**src/rtl/pidf_pkg.sv**
```systemverilog
package pidf_pkg;
  typedef enum logic [2:0] {
    PH_IDLE = 3'd0,
    PH_DERIV = 3'd1,
    PH_FILT = 3'd2,
    PH_PROP = 3'd3,
    PH_INTG = 3'd4,
    PH_FINAL = 3'd5
  } pidf_phase_e;
endpackage

```
**src/rtl/pidf_mul.sv**
```systemverilog
module pidf_mul #(
  parameter int W = 32,
  parameter int FRAC = 16
) (
  input  logic signed [W-1:0] a,
  input  logic signed [W-1:0] b,
  output logic signed [W-1:0] y
);
  localparam int PW = 2 * W;
  localparam logic signed [PW-1:0] HALF = PW'(1) <<< (FRAC - 1);
  localparam logic signed [W-1:0] MAXV = {1'b0, {(W-1){1'b1}}};
  localparam logic signed [W-1:0] MINV = {1'b1, {(W-1){1'b0}}};

  logic signed [PW-1:0] prod, rnd, shf;
  logic fits;

  always_comb begin
    prod = $signed({{W{a[W-1]}}, a}) * $signed({{W{b[W-1]}}, b});
    rnd  = prod + HALF;
    shf  = rnd >>> FRAC;
    // in range when all bits above the result sign agree with it
    fits = (&shf[PW-1:W-1]) | ~(|shf[PW-1:W-1]);
    if (fits) y = shf[W-1:0];
    else      y = shf[PW-1] ? MINV : MAXV;
  end
endmodule

```
**src/rtl/pidf_seq.sv**
```systemverilog
module pidf_seq
  import pidf_pkg::*;
(
  input  logic        clk,
  input  logic        rst_n,
  input  logic        init,
  input  logic        in_valid,
  output logic        in_ready,
  output logic        accept,
  output pidf_phase_e phase,
  output logic        u_valid
);
  assign in_ready = (phase == PH_IDLE) && !init;
  assign accept   = in_valid && in_ready;

  always_ff @(posedge clk or negedge rst_n) begin
    if (!rst_n) begin
      phase   <= PH_IDLE;
      u_valid <= 1'b0;
    end else begin
      u_valid <= (phase == PH_FINAL) && !init;
      if (init) begin
        phase <= PH_IDLE;
      end else begin
        unique case (phase)
          PH_IDLE:  if (accept) phase <= PH_DERIV;
          PH_DERIV: phase <= PH_FILT;
          PH_FILT:  phase <= PH_PROP;
          PH_PROP:  phase <= PH_INTG;
          PH_INTG:  phase <= PH_FINAL;
          PH_FINAL: phase <= PH_IDLE;
          default:  phase <= PH_IDLE;
        endcase
      end
    end
  end

  a_r3_strobe_single: assert property (@(posedge clk) disable iff (!rst_n)
    u_valid |=> !u_valid);
  a_r2_busy_after_accept: assert property (@(posedge clk) disable iff (!rst_n)
    accept |=> !in_ready);
  a_r10_init_no_strobe: assert property (@(posedge clk) disable iff (!rst_n)
    init |=> !u_valid);
  a_r2_ready_only_idle: assert property (@(posedge clk) disable iff (!rst_n)
    in_ready |-> (phase == PH_IDLE));
endmodule

```
**src/rtl/pidf_step.sv**
```systemverilog
module pidf_step
  import pidf_pkg::*;
#(
  parameter int W = 32,
  parameter int FRAC = 16
) (
  input  logic                clk,
  input  logic                rst_n,
  input  logic                init,
  input  logic                in_valid,
  output logic                in_ready,
  input  logic signed [W-1:0] setpoint,
  input  logic signed [W-1:0] feedback,
  input  logic signed [W-1:0] feedfwd,
  input  logic signed [W-1:0] track,
  input  logic signed [W-1:0] gain_p,
  input  logic signed [W-1:0] gain_i,
  input  logic signed [W-1:0] gain_d,
  input  logic signed [W-1:0] filt_n,
  output logic                u_valid,
  output logic signed [W-1:0] u_out
);
  localparam logic signed [W-1:0] MAXV = {1'b0, {(W-1){1'b1}}};
  localparam logic signed [W-1:0] MINV = {1'b1, {(W-1){1'b0}}};

  function automatic logic signed [W-1:0] sadd(input logic signed [W-1:0] a,
                                               input logic signed [W-1:0] b);
    logic [W:0] s;
    s = {a[W-1], a} + {b[W-1], b};
    if (s[W] != s[W-1]) return s[W] ? MINV : MAXV;
    return s[W-1:0];
  endfunction

  function automatic logic signed [W-1:0] ssub(input logic signed [W-1:0] a,
                                               input logic signed [W-1:0] b);
    logic [W:0] s;
    s = {a[W-1], a} - {b[W-1], b};
    if (s[W] != s[W-1]) return s[W] ? MINV : MAXV;
    return s[W-1:0];
  endfunction

  pidf_phase_e phase;
  logic accept;

  pidf_seq seq_i (
    .clk(clk), .rst_n(rst_n), .init(init), .in_valid(in_valid),
    .in_ready(in_ready), .accept(accept), .phase(phase), .u_valid(u_valid)
  );

  logic signed [W-1:0] err_q, ff_q, trk_q, kp_q, ki_q, kd_q, kn_q;
  logic signed [W-1:0] filt_q, integ_q;
  logic signed [W-1:0] dt_q, fc_q, pe_q, ie_q;
  logic signed [W-1:0] mul_a, mul_b, mul_y;
  logic signed [W-1:0] sum_c, u_c, filt_c, corr_c, integ_c;

  always_comb begin
    unique case (phase)
      PH_DERIV: begin mul_a = kd_q; mul_b = err_q; end
      PH_FILT:  begin mul_a = dt_q; mul_b = kn_q;  end
      PH_PROP:  begin mul_a = kp_q; mul_b = err_q; end
      default:  begin mul_a = ki_q; mul_b = err_q; end
    endcase
  end

  pidf_mul #(.W(W), .FRAC(FRAC)) mul_i (.a(mul_a), .b(mul_b), .y(mul_y));

  always_comb begin
    sum_c   = sadd(sadd(pe_q, integ_q), fc_q);
    u_c     = sadd(ff_q, sum_c);
    filt_c  = sadd(filt_q, fc_q);
    corr_c  = ssub(ssub(trk_q, ff_q), sum_c);
    integ_c = sadd(sadd(corr_c, ie_q), integ_q);
  end

  always_ff @(posedge clk or negedge rst_n) begin
    if (!rst_n) begin
      err_q <= '0; ff_q <= '0; trk_q <= '0;
      kp_q <= '0; ki_q <= '0; kd_q <= '0; kn_q <= '0;
      dt_q <= '0; fc_q <= '0; pe_q <= '0; ie_q <= '0;
      filt_q <= '0; integ_q <= '0; u_out <= '0;
    end else begin
      if (accept) begin
        err_q <= ssub(setpoint, feedback);
        ff_q  <= feedfwd;
        trk_q <= track;
        kp_q  <= gain_p;
        ki_q  <= gain_i;
        kd_q  <= gain_d;
        kn_q  <= filt_n;
      end
      unique case (phase)
        PH_DERIV: dt_q <= ssub(mul_y, filt_q);
        PH_FILT:  fc_q <= mul_y;
        PH_PROP:  pe_q <= mul_y;
        PH_INTG:  ie_q <= mul_y;
        PH_FINAL: if (!init) begin
          u_out   <= u_c;
          filt_q  <= filt_c;
          integ_q <= integ_c;
        end
        default: ;
      endcase
      if (init) begin
        filt_q  <= '0;
        integ_q <= '0;
      end
    end
  end

  a_r10_init_clears: assert property (@(posedge clk) disable iff (!rst_n)
    init |=> (filt_q == '0 && integ_q == '0));
  a_r11_out_hold: assert property (@(posedge clk) disable iff (!rst_n)
    !u_valid |-> $stable(u_out));
  a_r7_filt_only_final: assert property (@(posedge clk) disable iff (!rst_n)
    ($past(phase) != PH_FINAL && !$past(init)) |-> $stable(filt_q));
endmodule

```
**config.mk**
```make
export PLATFORM = sky130hd
export DESIGN_NAME = pidf_step
export DESIGN_NICKNAME = d
export VERILOG_FILES = /design/src/rtl/pidf_pkg.sv /design/src/rtl/pidf_mul.sv /design/src/rtl/pidf_seq.sv /design/src/rtl/pidf_step.sv
export SDC_FILE = /design/constraint.sdc
export NUM_CORES = 2
export LEC_CHECK = 0
export BUFFER_PORTS_ARGS = -buffer_cell sky130_fd_sc_hd__buf_2
export CAP_MARGIN = 0
export CORE_ASPECT_RATIO = 0.75
export CORE_MARGIN = 2
export CORE_UTILIZATION = 42
export DETAILED_ROUTE_END_ITERATION = 10
export PLACE_DENSITY = 0.7
export SLEW_MARGIN = 40
export SYNTH_ARGS = -nofsm -noshare
export SYNTH_HDL_FRONTEND = slang
export SYNTH_SLANG_ARGS = --single-unit
```
**constraint.sdc**
```tcl
create_clock -name clk -period 15.9 [get_ports clk]
set_clock_uncertainty 0.2 [all_clocks]
set_input_delay 4.77 -clock clk [delete_from_list [all_inputs] [get_ports clk]]
set_output_delay 4.77 -clock clk [all_outputs]
set_load 0.02 [all_outputs]
```
; Yosys cells after proc, flatten, opt, wreduce, memory -nomap -nowiden
; Index checks and enable logic that the tools add are counted.
[totals]
in_bits = 260
ff_bits = 452
output_inout_bits = 34
[op_classes]
bitwise = 3
add_sub_neg = 11
n_reduce_logical = 9
multipliers = 1
n_eq_ne = 16
n_mux = 53
[ops]
columns = cell, count
row1 = $mux 32, 37
row2 = $add 32x32->33, 6
row3 = $sub 32x32->33, 4
row4 = $pmux 32 s3, 1
row5 = $add 64x17->64 const B, 1
row6 = $mul 32x32->64, 1
row7 = $reduce_and 17->1, 1
row8 = $reduce_or 17->1, 1
row9 = $pmux 3 s5, 1
row10 = $mux 1, 12
row11 = $ne 1x1->1, 10
row12 = $eq 3x2->1 const B, 2
row13 = $eq 3x3->1 const B, 2
row14 = $mux 3, 2
row15 = $eq 3x1->1 const B, 1
row16 = $logic_and 1x1->1, 3
row17 = $logic_not 3->1, 1
row18 = $ne 3x3->1 const B, 1
row19 = $not 1->1, 2
row20 = $reduce_and 2->1, 1
row21 = $reduce_bool 2->1, 1
row22 = $logic_not 1->1, 1
row23 = $or 1x1->1, 1

; Longest topological paths before layout
[logic_depth]
word_depth = 22
depth_mapped = 85

; By module
; From an unflattened synthesis, not the netlist that was laid out.
[hier_totals]
hier_cells = 7905
hier_area_um2 = 72736.0
[modules_own_cells]
columns = mod, n_inst, area_per_inst_um2, cells_each
row1 = pidf_mul, 1, 36512.5, 3918
row2 = pidf_step, 1, 36052.1, 3972
row3 = pidf_seq, 1, 171.4, 15

; Least setup slack after synthesis
; No wires, ideal clock.
[synth_timing]
path_kind = reg2reg
startpoint = reg integ_q[0]
endpoint = reg integ_q[11]
stages_incl_launch_ff = 82
required_time_ps = 15574
t_arrival_ps = 17216
period_less_slack_ps = 17542
slack_ps = -1642
path_cell_list = dfrtp_1 ha_1 fa_1 a21oi_1 o21bai_1 a21oi_1 o21ai_0 a21oi_1 o21ai_0 a211oi_1 o21a_1 a211oi_1 o311ai_0 a31oi_1 nor2_1 clkbuf_1 o21ai_0 ha_1 (+46 left out) ha_1 inv_1 fa_1 nor2b_1 o21ai_0 a21boi_0 o21a_1 o21ai_0 a21oi_1 nor3b_1 o31a_1 o21a_1 a21oi_1 o31ai_1 a21oi_1 clkbuf_1 clkbuf_1 a221o_1
[synth_via]
elab_chain_cells = 22
[synth_rtl]
columns = element, line_no
row1 = start: declaration, pidf_step.sv:51  ; logic signed [W-1:0] filt_q, integ_q;
row2 = start signal: assignment, pidf_step.sv:99  ; integ_q <= integ_c;
row3 = $add 32x32->33, pidf_step.sv:29  ; s = {a[W-1], a} + {b[W-1], b};
row4 = $mux 32 / $ne 1x1->1 (equally long branches), pidf_step.sv:30  ; if (s[W] != s[W-1]) return s[W] ? MINV : MAXV;
row5 = $mux 32 / $mux 1 (equally long branches), pidf_step.sv:30
row6 = $mux 32, pidf_step.sv:31  ; return s[W-1:0];
row7 = $add 32x32->33, pidf_step.sv:29
row8 = $mux 32 / $ne 1x1->1 (equally long branches), pidf_step.sv:30
row9 = $mux 32 / $mux 1 (equally long branches), pidf_step.sv:30
row10 = $mux 32, pidf_step.sv:31
row11 = (+6 left out), --
row12 = $mux 32 / $mux 1 (equally long branches), pidf_step.sv:30
row13 = $mux 32, pidf_step.sv:31
row14 = $add 32x32->33 (*), pidf_step.sv:29
row15 = $mux 32 / $ne 1x1->1 (equally long branches), pidf_step.sv:30
row16 = $mux 32 / $mux 1 (equally long branches), pidf_step.sv:30
row17 = $mux 32 (*), pidf_step.sv:31
row18 = $mux 32 (*), pidf_step.sv:91  ; unique case (phase)
row19 = $mux 32 (*), pidf_step.sv:103  ; if (init) begin
; Every way passes the cells marked *; elsewhere a longest branch is shown, timed or not. The select of a mux whose other input is x is not followed.
; A chain may end at the register's enable or synchronous reset.

; Final worst setup path
[layout_timing]
startpoint = reg pe_q[0]
endpoint = reg integ_q[12]
[layout_via]
elab_chain_cells = 22
[layout_rtl]
columns = element, line_no
row1 = start: declaration, pidf_step.sv:52  ; logic signed [W-1:0] dt_q, fc_q, pe_q, ie_q;
row2 = start signal: assignment, pidf_step.sv:94  ; PH_PROP: pe_q <= mul_y;
row3 = $add 32x32->33 (*), pidf_step.sv:29
row4 = $mux 32 / $ne 1x1->1 (equally long branches), pidf_step.sv:30
row5 = $mux 32 / $mux 1 (equally long branches), pidf_step.sv:30
row6 = $mux 32 (*), pidf_step.sv:31
row7 = $add 32x32->33 (*), pidf_step.sv:29
row8 = $mux 32 / $ne 1x1->1 (equally long branches), pidf_step.sv:30
row9 = $mux 32 / $mux 1 (equally long branches), pidf_step.sv:30
row10 = $mux 32 (*), pidf_step.sv:31
row11 = (+6 left out), --
row12 = $mux 32 / $mux 1 (equally long branches), pidf_step.sv:30
row13 = $mux 32 (*), pidf_step.sv:31
row14 = $add 32x32->33 (*), pidf_step.sv:29
row15 = $mux 32 / $ne 1x1->1 (equally long branches), pidf_step.sv:30
row16 = $mux 32 / $mux 1 (equally long branches), pidf_step.sv:30
row17 = $mux 32 (*), pidf_step.sv:31
row18 = $mux 32 (*), pidf_step.sv:91
row19 = $mux 32 (*), pidf_step.sv:103
; Marks and branches as above.

==> impl_summary.md <==
Status
The flow ran to the end, but the final reports show violations. The checks that failed: negative setup slack.

Critical path
The path type of the worst setup path is reg2reg. STA classifies the critical path endpoint as a register. The worst setup path is launched from a register. The critical-path cell with the highest stage delay is sky130_fd_sc_hd__o41a_1. Broken down by cell family, the worst path's largest delay share belongs to compound AO/OA/AOI/OAI gates. For this run, the slowest stage of the critical path takes 450 ps. The worst-path maximum fanout is 7. The required time at the endpoint of the critical path is 16260 ps. The data arrival time at the worst-slack endpoint is 16270 ps. The number of buffers and inverters on the critical path is 11.

Global routing
The via count of the first global-routing pass is 64.15k. The first global-routing pass estimated 394.2 mm of wire. After global routing the overflow that remains totals 0.

The number of antenna violations at the first check in global routing is 22. The combined global-route utilization of all metal layers is 0.2979. The pin count of the biggest net entering global routing is 142.

Placed design
At the placement stage, the worst setup path has a slack of -1108 ps. The global placer's final weighted congestion is 1.067. Detailed placement ended at an HPWL of 217.4 mm. In this run the tool buffered the top-level ports with 293 buffer cells.

Layout
The most common cell after layout, fill and taps aside is sky130_fd_sc_hd__nand2_1. The register cell area after layout is 0.01132 mm². The top cell types in the final layout, fill and taps aside, are 1684 x sky130_fd_sc_hd__nand2_1, 1331 x sky130_fd_sc_hd__inv_1, 1088 x sky130_fd_sc_hd__fa_1. The area growth from synthesis to layout is 15.83%. The area occupied by multi-input gates is 0.05513 mm². The final net count is 11.02k. At the end of the flow the core is filled with cells to 0.4895. The ratio of cells with drive above 1 in the final layout is 0.1487. The number of fill cells in the layout is 16.16k.

Detailed routing
The first detailed-routing pass ran for 6 iterations. The number of design rule violations left after detail routing is 0. After detailed routing, the average wire length per cell comes to 22.77 µm. The detail route stage leaves a number of antenna-violating nets equal to 0. The routed design has 261.4 mm of wire. The via count of the routed design is 64.34k. Dividing the detail-routed via count by the number of cells gives 5.605. The detailed router's first-iteration violation count is 6570.

Timing
Timing would allow up to 0.06288 GHz. The number of hold violations in the final report is 0. The final count of pins violating max slew is 0. Setup repair after global routing could not meet its margin everywhere. The smallest clock period supported by the final layout is computed as 15900 ps. The post-route fraction of the period consumed by the critical path is 1.000.

The normalized max-slew margin is 0.3784. The final count of negative-setup-slack endpoints is 1. At the pin with the least slew margin, the transition time is 925.7 ps.

The final setup slack of the worst path is -2.190 ps. Hold is met by 273.5 ps.

Synthesis
Counting flops and latches in the post-synthesis netlist gives 452. Among all flip-flop cells after synthesis, the most frequent one is sky130_fd_sc_hd__dfrtp_1. The synthesized netlist net count is 10.39k.

The share of the Yosys chip area taken by registers is 0.1575. The synthesized netlist contains 88 unique library cells. Yosys printed 0 warnings. The average instance area after synthesis is 8.414 µm². The instance count of the mapped netlist is 8537. Counting flops with a built-in enable in the synthesized netlist gives 0.

The mapped netlist covers 0.07183 mm². The share of flip-flops with an asynchronous set or reset after synthesis is 1.000.

Floorplanning
The die span in x is 481.5 µm. The initial utilization of the core area, before any placement, comes to 0.4226. The die extent in y is 362.1 µm. The core region is 0.1700 mm². The number of core rows is 131. The die covers 0.1744 mm².

294 I/O pins were placed.

CTS
The maximum level of the CTS H-tree is 2. The clock-pin slew reported for the worst setup and hold paths after clock tree synthesis is 70 ps. The clock drives 452 sinks.

The number of clock buffers added by TritonCTS is 53. Clock tree synthesis selected as its root buffer the cell sky130_fd_sc_hd__clkbuf_16. TritonCTS built the clock tree. The clock passes through at most 3 buffers. The later pin in the worst-skew pair is clocked with a latency of 690 ps.

Flow run
Across the run, the number of max-cap violations was 0.

Hold path
The worst hold path belongs to the class reg2reg.
[per-layer routing]
metal  routed length (µm)  up-vias  global-route usage
met5                  136        -                   0
met4                10520       18              0.1040
met3                31680      430             0.08683
met2               106600     3193              0.4205
met1               112400    32100              0.4313
li1                     -    28600                   -
[metrics by stage]
stage,std cells,cell area [µm²],TNS (ps)
finish,11480,83200,-2.190
global route,11470,83190,-21250
CTS,11420,82130,0
detailed placement,11310,80060,-34350
global placement,11310,79940,-26160
floorplan,8537,72040,0
[logic make-up (layout without fill, tap and decap cells)]
logic type | Yosys count | after routing | share of synthesized area
adders and majority gates | 1669 | 1669 | 0.4021
AOI/OAI and AO/OA | 1585 | 1585 | 0.1432
DFF | 452 | 452 | 0.1575
other | 0 | 9 | 0
and+or+nand+nor | 2724 | 2724 | 0.1593
muxes | 49 | 49 | 0.007403
buffers and inverters | 1738 | 2410 | 0.09159
xor gates and xnor gates | 320 | 320 | 0.03902
[timing repair]
action / CTS / global route
gates cloned: 0 / 4
gates resized for setup: 35 / 132
setup endpoints to repair: 32 / 54
pin swaps: 16 / 129
hold buffers: 0 / 0
setup buffers: 7 / 48
[tightest hold or removal path, cell delays in order, from the launching register on]
cell and delay, ps:
sky130_fd_sc_hd__dfrtp_1 340, sky130_fd_sc_hd__nand2_1 50, sky130_fd_sc_hd__nand2_1 50
[synthesized netlist by cell type (29+ instances only)]
| master | number | area (µm²) |
|---|---|---|
| sky130_fd_sc_hd__nand2_1 | 1698 | 6374 |
| sky130_fd_sc_hd__inv_1 | 1334 | 5007 |
| sky130_fd_sc_hd__fa_1 | 1092 | 21860 |
| sky130_fd_sc_hd__nor2_1 | 531 | 1993 |
| sky130_fd_sc_hd__ha_1 | 498 | 6231 |
| sky130_fd_sc_hd__dfrtp_1 | 452 | 11310 |
| sky130_fd_sc_hd__a21oi_1 | 382 | 1912 |
| sky130_fd_sc_hd__o21ai_0 | 371 | 1857 |
| sky130_fd_sc_hd__clkbuf_1 | 370 | 1389 |
| sky130_fd_sc_hd__xnor2_1 | 202 | 1769 |
| sky130_fd_sc_hd__a21o_1 | 188 | 1411 |
| sky130_fd_sc_hd__xor2_1 | 118 | 1033 |
| sky130_fd_sc_hd__a31oi_1 | 114 | 713.2 |
| sky130_fd_sc_hd__o21a_1 | 92 | 690.7 |
| sky130_fd_sc_hd__a221o_1 | 84 | 840.8 |
| sky130_fd_sc_hd__maj3_1 | 79 | 790.8 |
| sky130_fd_sc_hd__nor2b_1 | 75 | 469.2 |
| sky130_fd_sc_hd__nand2b_1 | 59 | 369.1 |
| sky130_fd_sc_hd__o21bai_1 | 59 | 442.9 |
| sky130_fd_sc_hd__and2_1 | 56 | 350.3 |
| sky130_fd_sc_hd__nor3_1 | 56 | 280.3 |
| sky130_fd_sc_hd__nand3_1 | 54 | 270.3 |
| sky130_fd_sc_hd__and3_1 | 48 | 300.3 |
| sky130_fd_sc_hd__nand4_1 | 40 | 250.2 |
| sky130_fd_sc_hd__a211oi_1 | 33 | 247.7 |
| sky130_fd_sc_hd__a221oi_1 | 33 | 289.0 |
| sky130_fd_sc_hd__o31ai_1 | 30 | 225.2 |
| sky130_fd_sc_hd__mux2_2 | 29 | 326.6 |
[final timing paths]
check	start	end	slack, ps	depth (start not counted)
min in group asynchronous	rst_n	u_out[13]$_DFFE_PN0P_	3790	1
setup reg to reg	pe_q[0]$_DFFE_PN0N_	integ_q[12]$_DFFE_PN0P_	-2	82
hold / removal	u_out[26]$_DFFE_PN0P_	u_out[26]$_DFFE_PN0P_	270	2
max in group asynchronous	rst_n	ki_q[10]$_DFFE_PN0P_	9420	5
hold reg to reg	u_out[26]$_DFFE_PN0P_	u_out[26]$_DFFE_PN0P_	270	2
setup / recovery	pe_q[0]$_DFFE_PN0N_	integ_q[12]$_DFFE_PN0P_	-2	82
[layout make-up]
cell class                      instances  share of cell area
Clock inverter                         31            0.004707
Timing Repair Buffer                  977             0.08464
Clock buffer                           68             0.01758
Sequential cell                       452              0.1360
Inverter                             1334             0.06018
Tap cell                             2261             0.03400
Antenna cell                            9           0.0002707
Multi-Input combinational cell       6347              0.6626
Power is not shown: default switching activity piles up to over one toggle a cycle in this logic, so the estimate is an artifact.
